--- config.mk ---
export PLATFORM = sky130hd
export DESIGN_NAME = rx_remain_counter
export DESIGN_NICKNAME = d
export VERILOG_FILES = /design/src/rtl/rrc_pkg.sv /design/src/rtl/rrc_ctrl.sv /design/src/rtl/rrc_counter.sv /design/src/rtl/rrc_regs.sv /design/src/rtl/rx_remain_counter.sv
export SDC_FILE = /design/constraint.sdc
export NUM_CORES = 1
export LEC_CHECK = 0
export BUFFER_PORTS_ARGS = -buffer_cell sky130_fd_sc_hd__buf_2
export CAP_MARGIN = 20
export CORE_MARGIN = 5
export CORE_UTILIZATION = 55
export CTS_BUF_LIST = sky130_fd_sc_hd__clkbuf_8
export DETAILED_ROUTE_END_ITERATION = 10
export GPL_TIMING_DRIVEN = 0
export PLACE_DENSITY = 0.82
export SYNTH_ARGS = -nofsm -noshare
export SYNTH_HDL_FRONTEND = slang
export SYNTH_SLANG_ARGS = --single-unit
--- constraint.sdc ---
create_clock -name clk_i -period 4.55 [get_ports clk_i]
set_input_delay 0.455 -clock clk_i [delete_from_list [all_inputs] [get_ports clk_i]]
set_output_delay 0.455 -clock clk_i [all_outputs]
set_load 0.005 [all_outputs]
--- src/rtl/rrc_pkg.sv ---
package rrc_pkg;
  typedef enum logic [1:0] {
    ST_IDLE  = 2'd0,
    ST_COUNT = 2'd1,
    ST_HOLD  = 2'd2
  } rrc_state_e;
endpackage

--- src/rtl/rrc_ctrl.sv ---
module rrc_ctrl
  import rrc_pkg::*;
(
  input  logic clk_i,
  input  logic rst_ni,
  input  logic clear_i,
  input  logic start_i,
  input  logic byte_i,
  input  logic end_i,
  output logic load_o,
  output logic dec_o,
  output logic hold_o
);
  rrc_state_e state_q, state_d;

  always_comb begin
    state_d = state_q;
    if (clear_i)                                state_d = ST_IDLE;
    else if (start_i)                           state_d = ST_COUNT;
    else if (end_i && state_q == ST_COUNT)      state_d = ST_HOLD;
  end

  always_ff @(posedge clk_i or negedge rst_ni) begin
    if (!rst_ni) state_q <= ST_IDLE;
    else         state_q <= state_d;
  end

  // start opens the message in the same cycle, so a coincident byte counts
  assign load_o = start_i && !clear_i;
  assign dec_o  = byte_i && !clear_i && (start_i || state_q == ST_COUNT);
  assign hold_o = (state_q == ST_HOLD);
endmodule

--- src/rtl/rrc_counter.sv ---
module rrc_counter #(
  parameter int CNT_W = 12
) (
  input  logic             clk_i,
  input  logic             rst_ni,
  input  logic             clear_i,
  input  logic             load_i,
  input  logic             dec_i,
  input  logic [CNT_W-1:0] size_i,
  output logic [CNT_W-1:0] cnt_o,
  output logic             ovf_o
);
  logic [CNT_W-1:0] cnt_q, cnt_d, base;
  logic             ovf_q, ovf_d, ovf_base;

  always_comb begin
    base     = load_i ? size_i : cnt_q;
    ovf_base = load_i ? 1'b0   : ovf_q;
    cnt_d    = base;
    ovf_d    = ovf_base;
    if (clear_i) begin
      cnt_d = '0;
      ovf_d = 1'b0;
    end else if (dec_i) begin
      if (base == '0) ovf_d = 1'b1;           // saturate, flag surplus byte
      else            cnt_d = base - CNT_W'(1);
    end
  end

  always_ff @(posedge clk_i or negedge rst_ni) begin
    if (!rst_ni) begin
      cnt_q <= '0;
      ovf_q <= 1'b0;
    end else begin
      cnt_q <= cnt_d;
      ovf_q <= ovf_d;
    end
  end

  assign cnt_o = cnt_q;
  assign ovf_o = ovf_q;
endmodule

--- src/rtl/rrc_regs.sv ---
module rrc_regs #(
  parameter int CNT_W   = 12,
  parameter int DATA_W  = 8,
  parameter int ADDR_W  = 3,
  parameter int LO_ADDR = 4,
  parameter int HI_ADDR = 5
) (
  input  logic [CNT_W-1:0]  cnt_i,
  input  logic [ADDR_W-1:0] addr_i,
  output logic [DATA_W-1:0] rdata_o
);
  localparam int HI_W  = CNT_W - DATA_W;
  localparam int PAD_W = DATA_W - HI_W;

  logic [DATA_W-1:0] lo_byte, hi_byte;

  assign lo_byte = cnt_i[DATA_W-1:0];
  assign hi_byte = {{PAD_W{1'b0}}, cnt_i[CNT_W-1 -: HI_W]};

  always_comb begin
    if (addr_i == ADDR_W'(LO_ADDR))      rdata_o = lo_byte;
    else if (addr_i == ADDR_W'(HI_ADDR)) rdata_o = hi_byte;
    else                                 rdata_o = '0;
  end
endmodule

--- src/rtl/rx_remain_counter.sv ---
module rx_remain_counter #(
  parameter int CNT_W   = 12,
  parameter int DATA_W  = 8,
  parameter int ADDR_W  = 3,
  parameter int LO_ADDR = 4,
  parameter int HI_ADDR = 5
) (
  input  logic              clk_i,
  input  logic              rst_ni,
  input  logic              master_rst_i,
  input  logic              error_rst_i,
  input  logic [CNT_W-1:0]  rx_size_i,
  input  logic              msg_start_i,
  input  logic              byte_strobe_i,
  input  logic              msg_end_i,
  input  logic [ADDR_W-1:0] reg_addr_i,
  output logic [DATA_W-1:0] reg_rdata_o,
  output logic              overflow_o
);
  logic clear, load, dec, hold;
  logic [CNT_W-1:0] cnt;

  assign clear = master_rst_i || error_rst_i;

  rrc_ctrl u_ctrl (
    .clk_i  (clk_i),
    .rst_ni (rst_ni),
    .clear_i(clear),
    .start_i(msg_start_i),
    .byte_i (byte_strobe_i),
    .end_i  (msg_end_i),
    .load_o (load),
    .dec_o  (dec),
    .hold_o (hold)
  );

  rrc_counter #(.CNT_W(CNT_W)) u_cnt (
    .clk_i  (clk_i),
    .rst_ni (rst_ni),
    .clear_i(clear),
    .load_i (load),
    .dec_i  (dec),
    .size_i (rx_size_i),
    .cnt_o  (cnt),
    .ovf_o  (overflow_o)
  );

  rrc_regs #(
    .CNT_W(CNT_W), .DATA_W(DATA_W), .ADDR_W(ADDR_W),
    .LO_ADDR(LO_ADDR), .HI_ADDR(HI_ADDR)
  ) u_regs (
    .cnt_i  (cnt),
    .addr_i (reg_addr_i),
    .rdata_o(reg_rdata_o)
  );
endmodule

# Word-level counts from Yosys, hierarchy flattened
# Index checks and enable logic that the tools add are counted.
word_totals:
  elab_cells: 29
  output_inout_bits: 9
  ff_bits: 15
  in_bits: 22
  ramBits: 0
  latch_bits: 0
  memories: 0
  romBits: 0
op_classes:
  magnitude_cmp: 0
  n_bitwise: 0
  shifts: 0
  eq_ne: 3
  div: 0
  n_mux: 13
  n_reduce_logical: 9
  mul: 0
  add_sub_neg: 1
op_table:
  columns: ["operator", "count"]
  rows:
  - ["two-way mux 12 bit", 4]
  - ["logical NOT 12 bit", 1]
  - ["subtractor 12 x 1 -> 12 bit (second input constant)", 1]
  - ["two-way mux 8 bit", 1]
  - ["equality test 3 bit (second input constant)", 2]
  - ["two-way mux 2 bit", 3]
  - ["logical AND 1 bit", 4]
  - ["two-way mux 1 bit", 4]
  - ["two-way mux 4 bit", 1]
  - ["nonzero test 3 bit", 1]
  - ["equality test 2 x 1 -> 1 bit (second input constant)", 1]
  - ["logical OR 1 bit", 2]
  - ["logical NOT 1 bit", 1]

# Logic depth before layout (Yosys ltp)
logic_depth:
  depth_word: 8
  mapped_depth: 10
  mapped_depth_nobuf: 8

# By module
# Synthesis repeated with hierarchy kept, for this count alone.
hier_totals:
  hier_cells: 129
  hier_area_um2: 1275.0
by_module_without_submodules:
  columns: ["module", "instances", "cells_per_inst", "seq_area_each_um2", "area_per_inst_um2"]
  rows:
  - ["rrc_counter", 1, 100, 325.3, 1041.0]
  - ["rrc_regs", 1, 15, 0.0, 116.4]
  - ["rrc_ctrl", 1, 13, 50.0, 111.4]
  - ["rx_remain_counter", 1, 1, 0.0, 6.3]

# Least setup slack after synthesis
# No wires, ideal clock.
synth_timing:
  path_type: "input port to flip-flop"
  startpoint: "input msg_start_i"
  endpoint: "register u_cnt.cnt_q[10] (netlist: u_cnt.cnt_o[10])"
  setup_time_ps: 134
  arrival_ps: 2472
  cell_stages: 10
  path_slack_ps: 1944
  required_time_ps: 4416
  n_path_buf: 2
  path_cell_list: "buf_6 > nor3b_4 > buf_2 > mux2i_1 > ha_1 > nor4b_1 > nand4_1 > and2_1 > o21ai_0 > nor2_1"
synth_between:
  elab_chain_cells: 6
  elab_cells_between_ends: 9
  cone_classes: "1 x add/sub; 4 x mux; 4 x reduce/logical"
synth_lines:
  columns: ["element", "line", "rtl"]
  rows:
  - ["start, declared", "rx_remain_counter.sv:13", "input logic msg_start_i,"]
  - ["logical AND 1 bit", "rrc_ctrl.sv:29", "assign load_o = start_i && !clear_i;"]
  - ["two-way mux 12 bit", "rrc_counter.sv:17", "base = load_i ? size_i : cnt_q;"]
  - ["subtractor 12 x 1 -> 12 bit or logical NOT 12 bit (tied branches)", "rrc_counter.sv:26, rrc_counter.sv:25", null]
  - ["two-way mux 12 bit", "rrc_counter.sv:25", "if (base == '0) ovf_d = 1'b1;"]
  - ["two-way mux 12 bit *", "rrc_counter.sv:24", "end else if (dec_i) begin"]
  - ["two-way mux 12 bit *", "rrc_counter.sv:21", "if (clear_i) begin"]
  - ["via u_cnt.cnt_d[10]", "rrc_counter.sv:13", "logic [CNT_W-1:0] cnt_q, cnt_d, base;"]
  - ["end signal, assigned", "rrc_counter.sv:35", "cnt_q <= cnt_d;"]
  - ["end, declared", "rrc_counter.sv:13", null]
# Mark *: on every way through the listed nets, which the timed path passes. The rest lies on a longest branch.
# A chain may end at the register's enable or synchronous reset.

# Worst setup path after layout
layout_timing:
  startpoint: "input msg_start_i"
  endpoint: "register u_cnt.cnt_q[8] (netlist: u_cnt.cnt_o[8])"
# The elaborated chain is that of the path after synthesis.

==> flow_summary.toml <==
[global_route]
grt.busiest_layer = "met2"
use_met3_pct = 4.07
grt_max_degree = 16
antenna_found_initial = 0
grt_pass1_vias = 1167
grt.overflow.total = 0
grt_use_met2_pct = 33.9
met1_usage_pct = 25.5
track_usage_pct = 20.1
grt_pass1_wl_um = 5180

[detailed_routing]
ant_nets = 0
initialDrtViolationCount = 36
drt-wirelength-per-cell_um = 16.2
dr.pass1.iters = 4
post-route-drc-count = 0
route.vias.total = 1166
vias_per_cell = 6.10
wl_um = 3100

[run_status]
status = "finished clean"

[timing]
skew_ns = 0.00627
fin_crit_sh_pct = 66.1
setup_violations = 0
timing.final.ws_setup_ns = 1.54
rsz0062_at_grt = "false"
max_slew_margin_pct = 55.4
fmax_mhz = 332
finalSetupTns_ns = 0
drv_slew = 0
timing.final.hold_violations = 0
min_period_ns = 3.01
tightestPinTransition_ns = 0.656

[final_layout]
n_antenna_cell = 0
final_layout_size_suffix_gt1_share_pct = 30.7
fillers = 187
utilization_pct = 66.8
area_delta_synth_final_pct = 17.9
final_nets = 187

[die]
die_area_um2 = 3280
initial_core_util_pct = 56.6
fp.dieH_um = 57.3
io_pins = 31
fp.coreArea_um2 = 2170
die_w_um = 57.3
rows = 17

[clock_network]
cts_resized = 0
clk_pin_slew_ns = 0.06
clkLatencyLatePin_ns = 0.26
numCtsBuffers = 3
cts-root-buf = "clkbuf_8"
cts_buffer_depth = 2
htreeDepth = 1
clkSinkCount = 15
cts_tree = "yes"
hold_buffers = 0
cts_setup_buffers = 0

[synthesis]
synthTopCellsByCount = "nor2_1 (21), mux2i_1 (16), dfrtp_1 (15), and2_1 (8)"
synth-async-reset-ratio_pct = 100
yosysTopAreaCellShare_pct = 30.5
synthMostInstantiatedCell = "nor2_1"
postSynthAreaPerCell_um2 = 9.38
synth_area_leaders = "dfrtp_1 (31%), mux2i_1 (13%), nor2_1 (6.4%), and2_1 (4.1%), nand3b_1 (3.1%)"
synth-edff-count = 0
ys_ff_latch = 15
yosysSeqAreaShare_pct = 30.5
ys_warn_count = 0
synth_area_um2 = 1230
yosysTopAreaCell = "dfrtp_1"
syn_inst = 131
ys.flop_type = "dfrtp_1"
syn-num-nets = 154
netlist-cell-type-count = 39

[worst_setup_path]
worstSetupPathType = "in2reg"
crit_fanout = 10
crit_path_start_kind = "input port"
crit_slowest_cell = "o21ai_0"
cp.arrival_ns = 3.11
path_cells = "buf_6 > nor3b_4 > buf_2 > mux2i_1 > ha_1 > nor4b_1 > nand4_1 > and2_1 > o21ai_0 > a31oi_1"
end_kind = "flop"
cpPeakStageDelay_ns = 0.49
required_ns = 4.65

[power]
p_leak_nw = 0.651
power_density_nw_per_um2 = 235
ir_worst_vdd_v = 0.000223

[place]
preCtsSetupSlack_ns = 1.33
io_buffers = 28
place_hpwl_um = 2340
gp_routability_congestion = 0.784

[hold_path]
hp-class = "in2async"

[run]
drv_cap = 0
-- critical path: cells and delay by family --
kind                     cells  cell delay (ns)
AO/OA/AOI/OAI                2             0.58
adder cells (fa/ha/maj)      1             0.19
buffers and inverters        2             0.46
multiplexers                 1             0.26
AND/OR/NAND/NOR              4             1.16
-- layer usage --
metal | share of wire, % | vias to the layer above
met5 | 0 | -
met4 | 1.3 | 0
met3 | 6.6 | 8
met2 | 52 | 50
met1 | 40 | 560
li1 | - | 548
-- kinds of logic (layout without fill, tap and decap cells) --
logic type,count (synthesis),count (layout),synth area share (%)
AOI/OAI and AO/OA,16,16,9.37
buffers and inverters,5,37,2.85
DFF,15,15,30.5
xor gates and xnor gates,2,2,1.43
muxes,23,23,20.9
adders and majority gates,1,1,1.02
and+or+nand+nor,69,69,33.9
-- state kept, by name (all words and copies together) (netlist names) --
| signal | count |
|---|---|
| u_cnt.cnt_o | 12 |
| u_ctrl.state_q | 2 |
| u_cnt.ovf_o | 1 |
-- cells in the final DEF, fill, tap and decap left out, types with 2 or more instances in the layout --
cell,Yosys,layout
a21oi_1,6,6
clkbuf_1,2,2
nand2b_1,3,3
nor4b_2,2,2
clkbuf_8,0,3
nor4b_1,2,2
mux2_2,3,3
a2111oi_2,2,2
o21ai_0,4,4
mux2i_1,16,16
buf_6,2,2
nand2_1,6,6
buf_2,1,29
nand4_1,2,2
xor2_1,2,2
dfrtp_1,15,15
nor2_1,21,21
nor4_1,6,6
nor3_1,4,4
and2_1,8,8
nand3b_1,5,5
-- final timing paths --
| check | end | cells after the start | startpoint | slack, ns |
|---|---|---|---|---|
| min in group clk_i | u_ctrl.state_q[1] | 2 | msg_start_i | 0.43 |
| max in group asynchronous | u_ctrl.state_q[0] | 1 | rst_ni | 4.19 |
| worst min-delay path | u_cnt.cnt_o[3] | 1 | rst_ni | 0.1 |
| worst min register to register | u_cnt.ovf_o | 2 | u_cnt.ovf_o | 0.50 |
| worst max register to register | u_cnt.cnt_o[8] | 7 | u_cnt.cnt_o[0] | 2.21 |
| worst max-delay path | u_cnt.cnt_o[8] | 10 | msg_start_i | 1.54 |
-- per-stage QoR --
step	hold WS, ns	cells	instance area [µm²]	total power [mW]
2_1_floorplan	0.159	131	1230	0.204
3_3_place_gp	0.380	187	1400	0.228
3_5_place_dp	0.385	187	1400	0.232
4_1_cts	0.113	191	1450	0.340
5_1_grt	0.123	191	1450	0.356
6_report	0.0994	191	1450	0.341
-- report_power, final --
part           leakage, nW  internal [mW]  switching [mW]  total [mW]
logic                0.418         0.0362          0.0512      0.0874
registers            0.206          0.138         0.00530       0.144
clock network       0.0269         0.0599          0.0497       0.110
-- area by class of cell --
type / count / area [µm²] / area share (%)
multi-input cells: 111 / 818 / 56.5
flip-flops and latches: 15 / 375 / 25.9
repair buffers: 28 / 140 / 9.67
clock buffers: 3 / 41.3 / 2.85
plain buffers: 5 / 35.0 / 2.42
well taps: 28 / 35.0 / 2.42
clock inverters: 1 / 3.75 / 0.259
Note: power is estimated with default switching activity, not from simulation.
